`src/rtl/burst_addr_pkg.sv`:
```
package burst_addr_pkg;

    // Address ordering selected at burst start
    typedef enum logic [1:0] {
        SEQ_INCR   = 2'd0,
        SEQ_WRAP   = 2'd1,
        SEQ_STREAM = 2'd2,
        SEQ_XOR    = 2'd3
    } seq_kind_e;

    // True when the ordering confines beats to a power-of-two block
    function automatic logic kind_is_blocked(input seq_kind_e k);
        return (k == SEQ_WRAP) || (k == SEQ_XOR);
    endfunction

endpackage

```
`src/rtl/burst_addr_map.sv`:
```
module burst_addr_map
    import burst_addr_pkg::*;
#(
    parameter int WIDX_W = 30,
    parameter int LEN_W  = 8
) (
    input  seq_kind_e          kind_i,
    input  logic [WIDX_W-1:0]  widx_i,
    input  logic [LEN_W-1:0]   len_i,
    input  logic [LEN_W-1:0]   cnt_i,
    output logic [WIDX_W-1:0]  widx_o
);
    localparam int PAD_W = WIDX_W - LEN_W;

    logic [WIDX_W-1:0] len_x;
    logic [WIDX_W-1:0] cnt_x;
    logic [WIDX_W-1:0] mask;
    logic [WIDX_W-1:0] base;

    always_comb begin
        len_x = {{PAD_W{1'b0}}, len_i};
        cnt_x = {{PAD_W{1'b0}}, cnt_i};
        mask  = len_x - WIDX_W'(1);
        base  = widx_i & ~mask;
        case (kind_i)
            SEQ_INCR:   widx_o = widx_i + cnt_x;
            SEQ_WRAP:   widx_o = base | ((widx_i + cnt_x) & mask);
            SEQ_STREAM: widx_o = widx_i;
            SEQ_XOR:    widx_o = base | ((widx_i ^ cnt_x) & mask);
            default:    widx_o = widx_i;
        endcase
    end

endmodule

```
`src/rtl/burst_seq_ctl.sv`:
```
module burst_seq_ctl
    import burst_addr_pkg::*;
#(
    parameter int WIDX_W = 30,
    parameter int LEN_W  = 8
) (
    input  logic               clk,
    input  logic               rst,
    input  logic               start_i,
    input  seq_kind_e          kind_i,
    input  logic               precise_i,
    input  logic [WIDX_W-1:0]  widx_i,
    input  logic [LEN_W-1:0]   len_i,
    input  logic [LEN_W-1:0]   hint_i,
    input  logic               ready_i,
    output logic               active_o,
    output seq_kind_e          kind_o,
    output logic [WIDX_W-1:0]  widx_o,
    output logic [LEN_W-1:0]   len_o,
    output logic [LEN_W-1:0]   cnt_o,
    output logic               last_o,
    output logic               more_o
);
    typedef struct packed {
        seq_kind_e          kind;
        logic               precise;
        logic [WIDX_W-1:0]  widx;
        logic [LEN_W-1:0]   len;
    } burst_ctx_t;

    burst_ctx_t        ctx_q;
    logic              active_q;
    logic [LEN_W-1:0]  cnt_q;
    logic [LEN_W:0]    cnt_nx;
    logic              accept;
    logic              hint_one;

    always_comb begin
        cnt_nx   = (LEN_W+1)'(cnt_q) + (LEN_W+1)'(1);
        accept   = active_q & ready_i;
        hint_one = (hint_i == LEN_W'(1));
        if (ctx_q.precise) begin
            last_o = active_q & (cnt_nx == {1'b0, ctx_q.len});
            more_o = active_q & (cnt_nx <  {1'b0, ctx_q.len});
        end else begin
            last_o = active_q & hint_one;
            more_o = active_q & ~hint_one;
        end
    end

    always_ff @(posedge clk) begin
        if (rst) begin
            active_q <= 1'b0;
            cnt_q    <= '0;
            ctx_q    <= '0;
        end else if (!active_q) begin
            if (start_i) begin
                active_q <= 1'b1;
                cnt_q    <= '0;
                ctx_q    <= '{kind: kind_i, precise: precise_i, widx: widx_i, len: len_i};
            end
        end else if (accept) begin
            if (last_o) active_q <= 1'b0;
            else        cnt_q    <= cnt_nx[LEN_W-1:0];
        end
    end

    assign active_o = active_q;
    assign kind_o   = ctx_q.kind;
    assign widx_o   = ctx_q.widx;
    assign len_o    = ctx_q.len;
    assign cnt_o    = cnt_q;

    // an idle start launches a burst at beat zero
    a_r2_launch: assert property (@(posedge clk) disable iff (rst)
        !active_q && start_i |=> active_q && cnt_q == '0);

    // a start during an active burst leaves the context untouched
    a_r10_start_ignored: assert property (@(posedge clk) disable iff (rst)
        active_q && start_i |=> $stable(ctx_q));

    // block orderings need a power-of-two length
    a_r4_block_len_pow2: assert property (@(posedge clk) disable iff (rst)
        !active_q && start_i && kind_is_blocked(kind_i) |-> $countones(len_i) == 1);

    // without a handshake the beat count holds
    a_r9_count_hold: assert property (@(posedge clk) disable iff (rst)
        active_q && !ready_i |=> active_q && $stable(cnt_q));

endmodule

```
`src/rtl/burst_addr_gen.sv`:
```
module burst_addr_gen
    import burst_addr_pkg::*;
#(
    parameter int ADDR_W     = 32,
    parameter int LEN_W      = 8,
    parameter int WORD_BYTES = 4
) (
    input  logic               clk,
    input  logic               rst,
    input  logic               start_i,
    input  logic [ADDR_W-1:0]  start_addr_i,
    input  logic [LEN_W-1:0]   start_len_i,
    input  logic [1:0]         start_kind_i,
    input  logic               start_precise_i,
    input  logic [LEN_W-1:0]   remain_hint_i,
    input  logic               beat_ready_i,
    output logic               beat_valid_o,
    output logic [ADDR_W-1:0]  beat_addr_o,
    output logic               beat_last_o,
    output logic               ahead_valid_o,
    output logic [ADDR_W-1:0]  ahead_addr_o
);
    localparam int OFS_W  = $clog2(WORD_BYTES);
    localparam int WIDX_W = ADDR_W - OFS_W;
    localparam int N_VIEW = 2;   // current beat and one beat ahead

    logic               active;
    seq_kind_e          kind;
    logic [WIDX_W-1:0]  widx;
    logic [LEN_W-1:0]   len;
    logic [LEN_W-1:0]   cnt;
    logic               last;
    logic               more;
    logic [WIDX_W-1:0]  widx_map [N_VIEW];

    burst_seq_ctl #(
        .WIDX_W (WIDX_W),
        .LEN_W  (LEN_W)
    ) u_ctl (
        .clk       (clk),
        .rst       (rst),
        .start_i   (start_i),
        .kind_i    (seq_kind_e'(start_kind_i)),
        .precise_i (start_precise_i),
        .widx_i    (start_addr_i[ADDR_W-1:OFS_W]),
        .len_i     (start_len_i),
        .hint_i    (remain_hint_i),
        .ready_i   (beat_ready_i),
        .active_o  (active),
        .kind_o    (kind),
        .widx_o    (widx),
        .len_o     (len),
        .cnt_o     (cnt),
        .last_o    (last),
        .more_o    (more)
    );

    for (genvar g = 0; g < N_VIEW; g++) begin : g_view
        logic [LEN_W-1:0] cnt_g;
        assign cnt_g = cnt + LEN_W'(g);
        burst_addr_map #(
            .WIDX_W (WIDX_W),
            .LEN_W  (LEN_W)
        ) u_map (
            .kind_i (kind),
            .widx_i (widx),
            .len_i  (len),
            .cnt_i  (cnt_g),
            .widx_o (widx_map[g])
        );
    end

    assign beat_valid_o  = active;
    assign beat_last_o   = last;
    assign ahead_valid_o = more;
    assign beat_addr_o   = {widx_map[0], {OFS_W{1'b0}}};
    assign ahead_addr_o  = {widx_map[1], {OFS_W{1'b0}}};

    logic accept;
    assign accept = beat_valid_o && beat_ready_i;

    // incrementing steps by one word per accepted beat
    a_r3_incr_step: assert property (@(posedge clk) disable iff (rst)
        accept && !beat_last_o && kind == SEQ_INCR
        |=> beat_addr_o == $past(beat_addr_o) + ADDR_W'(WORD_BYTES));

    // streaming keeps one address
    a_r5_stream_fixed: assert property (@(posedge clk) disable iff (rst)
        accept && !beat_last_o && kind == SEQ_STREAM |=> $stable(beat_addr_o));

    // accepting the final beat ends the burst
    a_r7_end_on_last: assert property (@(posedge clk) disable iff (rst)
        accept && beat_last_o |=> !beat_valid_o);

    // a stalled beat holds its address
    a_r9_stall_hold: assert property (@(posedge clk) disable iff (rst)
        beat_valid_o && !beat_ready_i |=> beat_valid_o && $stable(beat_addr_o));

    // the lookahead address becomes the next beat address
    a_r11_ahead_match: assert property (@(posedge clk) disable iff (rst)
        accept && ahead_valid_o |=> beat_valid_o && beat_addr_o == $past(ahead_addr_o));

    // no lookahead on a final beat
    a_r11_ahead_vs_last: assert property (@(posedge clk) disable iff (rst)
        beat_valid_o |-> !(ahead_valid_o && beat_last_o));

endmodule

```
`config.mk`:
```
export PLATFORM = sky130hd
export DESIGN_NAME = burst_addr_gen
export DESIGN_NICKNAME = d
export VERILOG_FILES = /design/src/rtl/burst_addr_pkg.sv /design/src/rtl/burst_addr_map.sv /design/src/rtl/burst_seq_ctl.sv /design/src/rtl/burst_addr_gen.sv
export SDC_FILE = /design/constraint.sdc
export NUM_CORES = 1
export LEC_CHECK = 0
export BUFFER_PORTS_ARGS = -buffer_cell sky130_fd_sc_hd__buf_2
export CELL_PAD_IN_SITES_DETAIL_PLACEMENT = 1
export CELL_PAD_IN_SITES_GLOBAL_PLACEMENT = 2
export CORE_UTILIZATION = 33
export DETAILED_ROUTE_END_ITERATION = 10
export PLACE_DENSITY_LB_ADDON = 0.15
export SLEW_MARGIN = 10
export SYNTH_ARGS = -nofsm -noshare
export SYNTH_HDL_FRONTEND = slang
export SYNTH_HIERARCHICAL = 1
export SYNTH_SLANG_ARGS = --single-unit
```
`constraint.sdc`:
```
create_clock -name clk -period 9.94 [get_ports clk]
set_input_delay 1.988 -clock clk [delete_from_list [all_inputs] [get_ports clk]]
set_output_delay 1.988 -clock clk [all_outputs]
set_load 0.02 [all_outputs]
```
== After elaboration in Yosys (flattened, before gate mapping) ==
Cells that the tools add are included.

* Order comparisons: 1
* Add/sub/neg operators: 5
* Eq/ne operators: 7
* Bitwise logic cells: 19
* Mux-type cells: 12
* Reductions and logical operators: 4

{| class="wikitable"
|+ Operators with widths
! operator !! number
|-
| one-hot mux 30 bit (4 select lines) || 2
|-
| bitwise AND 30 bit || 5
|-
| bitwise OR 30 bit || 4
|-
| adder 30 x 8 -> 30 bit || 2
|-
| bitwise XOR 30 x 8 -> 30 bit || 2
|-
| two-way mux 8 bit || 4
|-
| NOT 30 bit || 1
|-
| adder 8 x 1 -> 9 bit (second input constant) || 1
|-
| == test 9 x 8 -> 1 bit || 1
|-
| < comparator 9 x 8 -> 1 bit || 1
|-
| subtractor 8 x 1 -> 9 bit (second input constant) || 1
|-
| adder 8 x 1 -> 8 bit (second input constant) || 1
|-
| == test 8 x 1 -> 1 bit (second input constant) || 1
|-
| two-way mux 1 bit || 6
|-
| bitwise AND 1 bit || 5
|-
| == test 2 bit (second input constant) || 2
|-
| != test 2 bit (second input constant) || 2
|-
| AND reduction 3 bit || 1
|-
| == test 2 x 1 -> 1 bit (second input constant) || 1
|-
| logical NOT 2 bit || 1
|-
| NOT 1 bit || 2
|-
| AND reduction 2 bit || 1
|-
| nonzero test 2 bit || 1
|}

* Input port bits: 55
* Logic and storage cells: 54
* Bits in registers: 50

== Depth between registers and ports, before layout ==
* Depth after elaboration: 7
* Gate-level depth with buffers: 11
* Depth with buffers taken out: 10

== Cells and area by module ==
The synthesis kept the hierarchy.

{| class="wikitable"
|+ Modules (own cells, without submodules)
! module !! times used !! area an instance (um^2) !! cells each
|-
| burst_addr_map || 2 || 1,307.5 || 192
|-
| burst_seq_ctl || 1 || 2,482.4 || 316
|-
| burst_addr_gen || 1 || 150.1 || 21
|}

== Worst setup path before layout ==
Ideal clock, no wire load.

* Path kind: register -> output
* From: register u_ctl.cnt_q[0] (netlist: u_ctl/cnt_o[0])
* To: output ahead_addr_o[30]
* Cell stages (with the launch flop): 12
* Arrival: 2.912 ns
* Buffers on the path: 2
* Required time: 7.952 ns
* Setup slack: 5.040 ns
* Cells stage by stage: dfxtp_1 > ha_1 > xor2_1 > ha_1 > clkbuf_1 > nor2b_1 > o31a_1 > or2_2 > o41ai_1 > buf_6 > nor2_1 > xnor2_1

* Cells in the longest elaborated chain, start to end: 5

{| class="wikitable"
|+ RTL lines
! element !! RTL line !! RTL
|-
| start: declaration || burst_seq_ctl.sv:33 || <nowiki>logic [LEN_W-1:0] cnt_q;</nowiki>
|-
| start signal: assignment || burst_seq_ctl.sv:64 || <nowiki>else cnt_q <= cnt_nx[LEN_W-1:0];</nowiki>
|-
| adder 8 x 1 -> 8 bit (*) || burst_addr_gen.sv:60 || <nowiki>assign cnt_g = cnt + LEN_W'(g);</nowiki>
|-
| net g_view[1].cnt_g[2] || burst_addr_gen.sv:59 || <nowiki>logic [LEN_W-1:0] cnt_g;</nowiki>
|-
| adder 30 x 8 -> 30 bit (*) || burst_addr_map.sv:26, burst_addr_map.sv:27 ||
|-
| bitwise AND 30 bit || burst_addr_map.sv:27 || <nowiki>SEQ_WRAP: widx_o = base | ((widx_i + cnt_x) & mask);</nowiki>
|-
| bitwise OR 30 bit || burst_addr_map.sv:27 ||
|-
| one-hot mux 30 bit (4 select lines) (*) || burst_addr_map.sv:25 || <nowiki>case (kind_i)</nowiki>
|-
| end: declaration || burst_addr_gen.sv:21 || <nowiki>output logic [ADDR_W-1:0] ahead_addr_o</nowiki>
|}

Mark *: on every way through the listed nets, which the timed path passes. The rest lies on a longest branch.

== Worst setup path after layout ==
* From: register u_ctl.cnt_q[0] (netlist: u_ctl/cnt_o[0])
* To: output ahead_addr_o[15]

Same word-level chain as after synthesis.

==> flow_results.org <==
** Outcome
- Result of the run :: complete, no violations

** Clocking
- Gates resized during post-CTS repair numbered 0.
- The number of hold buffers added after CTS was 0.
- Buffers inserted during clock tree synthesis total 5.
- CTS placed an instance of sky130_fd_sc_hd__clkbuf_16 at the clock tree root.
- Clock-pin slew on the worst setup and hold paths :: 70 ps
- CTS tree :: built
- Number of H-tree levels :: 2
- The clock drives 50 sinks.
- Setup Buffers After CTS :: 0
- The clock passes through at most 2 buffers.
- Clock latency at the later pin of the worst-skew pair :: 290 ps

** Final layout
- Final #Nets :: about 860
- From synthesis to final layout, the design area changed by 11.9%.
- Number of diodes added for antenna fixing :: 0
- Once layout is done, the placed cells without fillers occupy 5870 um2.
- Ratio of cells with drive above 1 in the final layout :: 0.206

** Critical path
- At the worst endpoint, the required time is 7950 ps.
- The worst setup path is launched from a flop.
- The endpoint identified for the worst register-to-register timing path is u_ctl/cnt_o[4]$_SDFFE_PP0P_.
- The critical path starts at u_ctl/cnt_o[0]$_SDFFE_PP0P_.
- On the critical path the largest part of the delay comes from compound AO/OA/AOI/OAI gates.
- Cells along the critical path :: ha_1, nand3_1, xnor2_1, ha_1, and2_1, a221oi_1, o21ai_0, a41o_1, and3_1, xor2_1, buf_2
- Along the worst path, the maximum fanout reaches 11.
- Length in cells of the worst reg-to-reg path :: 10
- The critical path crosses 11 cells after its start point.
- The most critical setup path has its endpoint at ahead_addr_o[15].
- At the worst endpoint, the arrival time is about 3800 ps.
- Together, buffers and inverters on the worst path number 1.
- Most Frequent Cell on Critical Path :: sky130_fd_sc_hd__ha_1
- The worst register-to-register path has a setup slack of 7090 ps.
- The slowest stage of the critical path belongs to the cell sky130_fd_sc_hd__dfxtp_1.
- Launching point of the worst reg2reg path :: u_ctl/cnt_o[0]$_SDFFE_PP0P_
- By startpoint and endpoint, the worst setup path is classified as flop to output port.
- STA classifies the critical path endpoint as an output port.
- Delay contributed by the slowest stage of the critical path :: 640 ps

** Placement
- At the end of routability-driven placement, the weighted congestion stood at 0.846.
- Count of port buffers added during placement :: 115
- The placed instances occupy a cell area of 5680 um2.
- Detail Placement HPWL :: 13.7 mm

** STA
- Setup violations remaining at the end of the flow were counted as 0.
- Worst hold slack :: 524 ps
- Relative max-transition margin :: 0.338
- Adding up every negative setup slack in the final design gives 0 ps.
- Ratio of final minimum period to clock period :: 0.585
- Derived from the worst setup path, the maximum achievable clock frequency is roughly 170 MHz.
- Setup repair after global routing left no endpoint under its margin.
- Slew at the pin closest to its max-slew limit :: 993 ps
- Final critical-path required period :: 5810 ps
- Final worst clock skew :: 3.64 ps
- Final max-slew violation count :: 0
- The count of final hold-check violations was 0.

** Min path
- Hold/Removal Path Class :: flop to flop

** Route
- After detailed routing, the average wire length per cell comes to 18.2 um.
- For this run, the detailed router's first-pass iteration total came to 4.
- Detailed-route vias per instance :: around 5.3
- The final layout contains routed wiring with a total length of 18.0 mm.
- The detail route stage leaves a number of antenna-violating nets equal to 0.
- DR iter-0 viols :: 298
- After detailed routing, the number of remaining DRC violations is 0.
- Overall via count from detail_route :: 5,283

** Synth
- Primary flip-flop cell chosen by synthesis mapping :: sky130_fd_sc_hd__dfxtp_1
- Number of enable flip-flop cells after synthesis :: 0
- Post-synth cell types :: 62
- Post-synth design cell area :: 5250 um2
- Portion of synthesized cell area occupied by the leading cell type :: 0.191
- The synthesized design spends more area on one cell type than any other, namely sky130_fd_sc_hd__dfxtp_1.
- Each instance of the synthesized netlist takes up on average slightly above 7 um2.
- In this run, synthesis produced a sequential element count of 50.
- Most numerous cell in the Yosys netlist :: sky130_fd_sc_hd__nand2_1
- After synthesis, the most frequently instantiated cells are sky130_fd_sc_hd__nand2_1 (111), sky130_fd_sc_hd__a21oi_1 (63), sky130_fd_sc_hd__dfxtp_1 (50).
- Post-synthesis sequential area ratio :: 0.191
- Counting flops with an async set or reset pin after synthesis yields a share of 0.
- By area the synthesized netlist is led by sky130_fd_sc_hd__dfxtp_1 (19%), sky130_fd_sc_hd__nand2_1 (7.9%), sky130_fd_sc_hd__xnor2_1 (7.2%), sky130_fd_sc_hd__ha_1 (6.7%), sky130_fd_sc_hd__buf_4 (6.6%).
- Synth Instances :: 721
- Synthesis Warnings :: 6

** Floorplanning
- The core region is 15,400 um2.
- The die is 128 um wide.
- For this configuration, the core starts out at a cell density of 0.341.
- Number of top-level pins :: approximately 120
- The die covers 16,400 um2.
- After floorplanning, the core was divided into 45 placement rows.
- Die Height :: 128 um

** Global route
- Initial antenna violation count :: 0
- The first global-routing pass estimated 28.6 mm of wire.
- Final global-route overflow total :: 0
- All-layer global routing usage :: 0.224
- The via count of the first global-routing pass was 5,418.
- Maximum number of pins on one net before global-route repair :: 52

** Pwr
- The analysis attributes to cell leakage a power of 2.55 nW.
- IR analysis of the VDD net gives a maximum drop of 63.2 uV.
- Dividing total power by cell area gives a power density of roughly 110 nW/um2.

** Flow run
- Max-cap violations in this run came to 0.
==> worst register-to-register path, stage by stage (launching register included) <==
cell and delay [ps]:
sky130_fd_sc_hd__dfxtp_1 640, sky130_fd_sc_hd__ha_1 300, sky130_fd_sc_hd__nand3_2 190, sky130_fd_sc_hd__nor2_1 210
sky130_fd_sc_hd__xor2_1 230, sky130_fd_sc_hd__ha_1 270, sky130_fd_sc_hd__nand3_1 120, sky130_fd_sc_hd__nand2b_1 120
sky130_fd_sc_hd__o22a_2 320, sky130_fd_sc_hd__a21boi_0 230, sky130_fd_sc_hd__o31ai_1 80
==> state kept, by name, summed over array words and instances (netlist names) <==
name and count:
u_ctl/active_o 1, u_ctl/widx_o 30, u_ctl/len_o 8, u_ctl/ctx_q 1, u_ctl/cnt_o 8, u_ctl/kind_o 2
==> layout by cell type, fill, tap and decap left out, types with 3 or more instances in the layout <==
cell type                     n
sky130_fd_sc_hd__xor2_1      35
sky130_fd_sc_hd__a2111oi_0    4
sky130_fd_sc_hd__nand3_1     41
sky130_fd_sc_hd__a211oi_1     5
sky130_fd_sc_hd__dfxtp_1     50
sky130_fd_sc_hd__nand4b_1     4
sky130_fd_sc_hd__o31ai_1      7
sky130_fd_sc_hd__nand2_1    111
sky130_fd_sc_hd__o21a_1       5
sky130_fd_sc_hd__nand4_1     10
sky130_fd_sc_hd__ha_1        28
sky130_fd_sc_hd__a31oi_1      3
sky130_fd_sc_hd__buf_2      115
sky130_fd_sc_hd__nand2b_1    11
sky130_fd_sc_hd__o21ai_0     18
sky130_fd_sc_hd__buf_4        6
sky130_fd_sc_hd__clkbuf_16    5
sky130_fd_sc_hd__and3_1       7
sky130_fd_sc_hd__nor2b_1      7
sky130_fd_sc_hd__nor3b_1      3
sky130_fd_sc_hd__conb_1       4
sky130_fd_sc_hd__xnor2_1     43
sky130_fd_sc_hd__a221oi_1     4
sky130_fd_sc_hd__nor4_1       6
sky130_fd_sc_hd__and2_1       8
sky130_fd_sc_hd__inv_1       41
sky130_fd_sc_hd__o311ai_0     6
sky130_fd_sc_hd__nor4_2       5
sky130_fd_sc_hd__and4_1       7
sky130_fd_sc_hd__nor2_1      39
sky130_fd_sc_hd__a22oi_1      6
sky130_fd_sc_hd__a21oi_1     63
sky130_fd_sc_hd__nor3_1      13
sky130_fd_sc_hd__or2_2        8
==> metrics by stage <==
stage               worst slack [ps]  cells  utilization  total power [mW]
finish                          4130    988        0.382             0.636
global route                    3850    988        0.382             0.668
CTS                             4180    988        0.382             0.643
detailed placement              4530    980        0.369             0.415
global placement                4580    980        0.369             0.407
floorplan                       5040    724            -             0.366
==> metal layers <==
layer  up-vias  track usage  wire length (um)
met1      2584        0.313              8700
met3        21       0.0175               595
met5         -            0                 0
met2        96        0.367              8440
met4         0       0.0616               254
li1       2582            -                 -
==> layout make-up <==
class                           count  area, um2
Multi-Input combinational cell    557       3640
Clock buffer                        5        125
Timing Repair Buffer              121        621
Sequential cell                    50       1000
Clock inverter                      3       68.8
Tap cell                          211        264
Fill cell                        1972       9500
Inverter                           41        154
==> power by group <==
part	internal [mW]	switching, mW
combinational	0.0674	0.104
clock	0.145	0.0823
sequential	0.210	0.0274
==> worst min path at each step <==
| stage | start | to | slack, ps | depth (start not counted) |
|---|---|---|---|---|
| 2_1_floorplan | u_ctl/kind_o[0]$_SDFFE_PP0P_ | u_ctl/kind_o[0]$_SDFFE_PP0P_ | 440 | 2 |
| 3_3_place_gp | u_ctl/widx_o[28]$_SDFFE_PP0P_ | u_ctl/widx_o[28]$_SDFFE_PP0P_ | 510 | 2 |
| 3_5_place_dp | u_ctl/widx_o[28]$_SDFFE_PP0P_ | u_ctl/widx_o[28]$_SDFFE_PP0P_ | 520 | 2 |
| 4_1_cts | u_ctl/widx_o[28]$_SDFFE_PP0P_ | u_ctl/widx_o[28]$_SDFFE_PP0P_ | 530 | 2 |
| 5_1_grt | u_ctl/widx_o[29]$_SDFFE_PP0P_ | u_ctl/widx_o[29]$_SDFFE_PP0P_ | 560 | 2 |
| 6_report | u_ctl/ctx_q[38]$_SDFFE_PP0P_ | u_ctl/ctx_q[38]$_SDFFE_PP0P_ | 520 | 2 |
==> cells by family (layout without fill, tap and decap cells) <==
family / Yosys count / after routing / share of synthesized area
multiplexers: 2 / 2 / 0.00429
AO/OA/AOI/OAI: 152 / 152 / 0.196
buffers and inverters: 117 / 170 / 0.121
AND/OR/NAND/NOR: 291 / 291 / 0.282
flip-flops: 50 / 50 / 0.191
XOR/XNOR: 78 / 78 / 0.130
other: 1 / 4 / 0.000715
adder cells (fa/ha/maj): 30 / 30 / 0.0744
No activity file was read; power rests on OpenSTA's default activity.
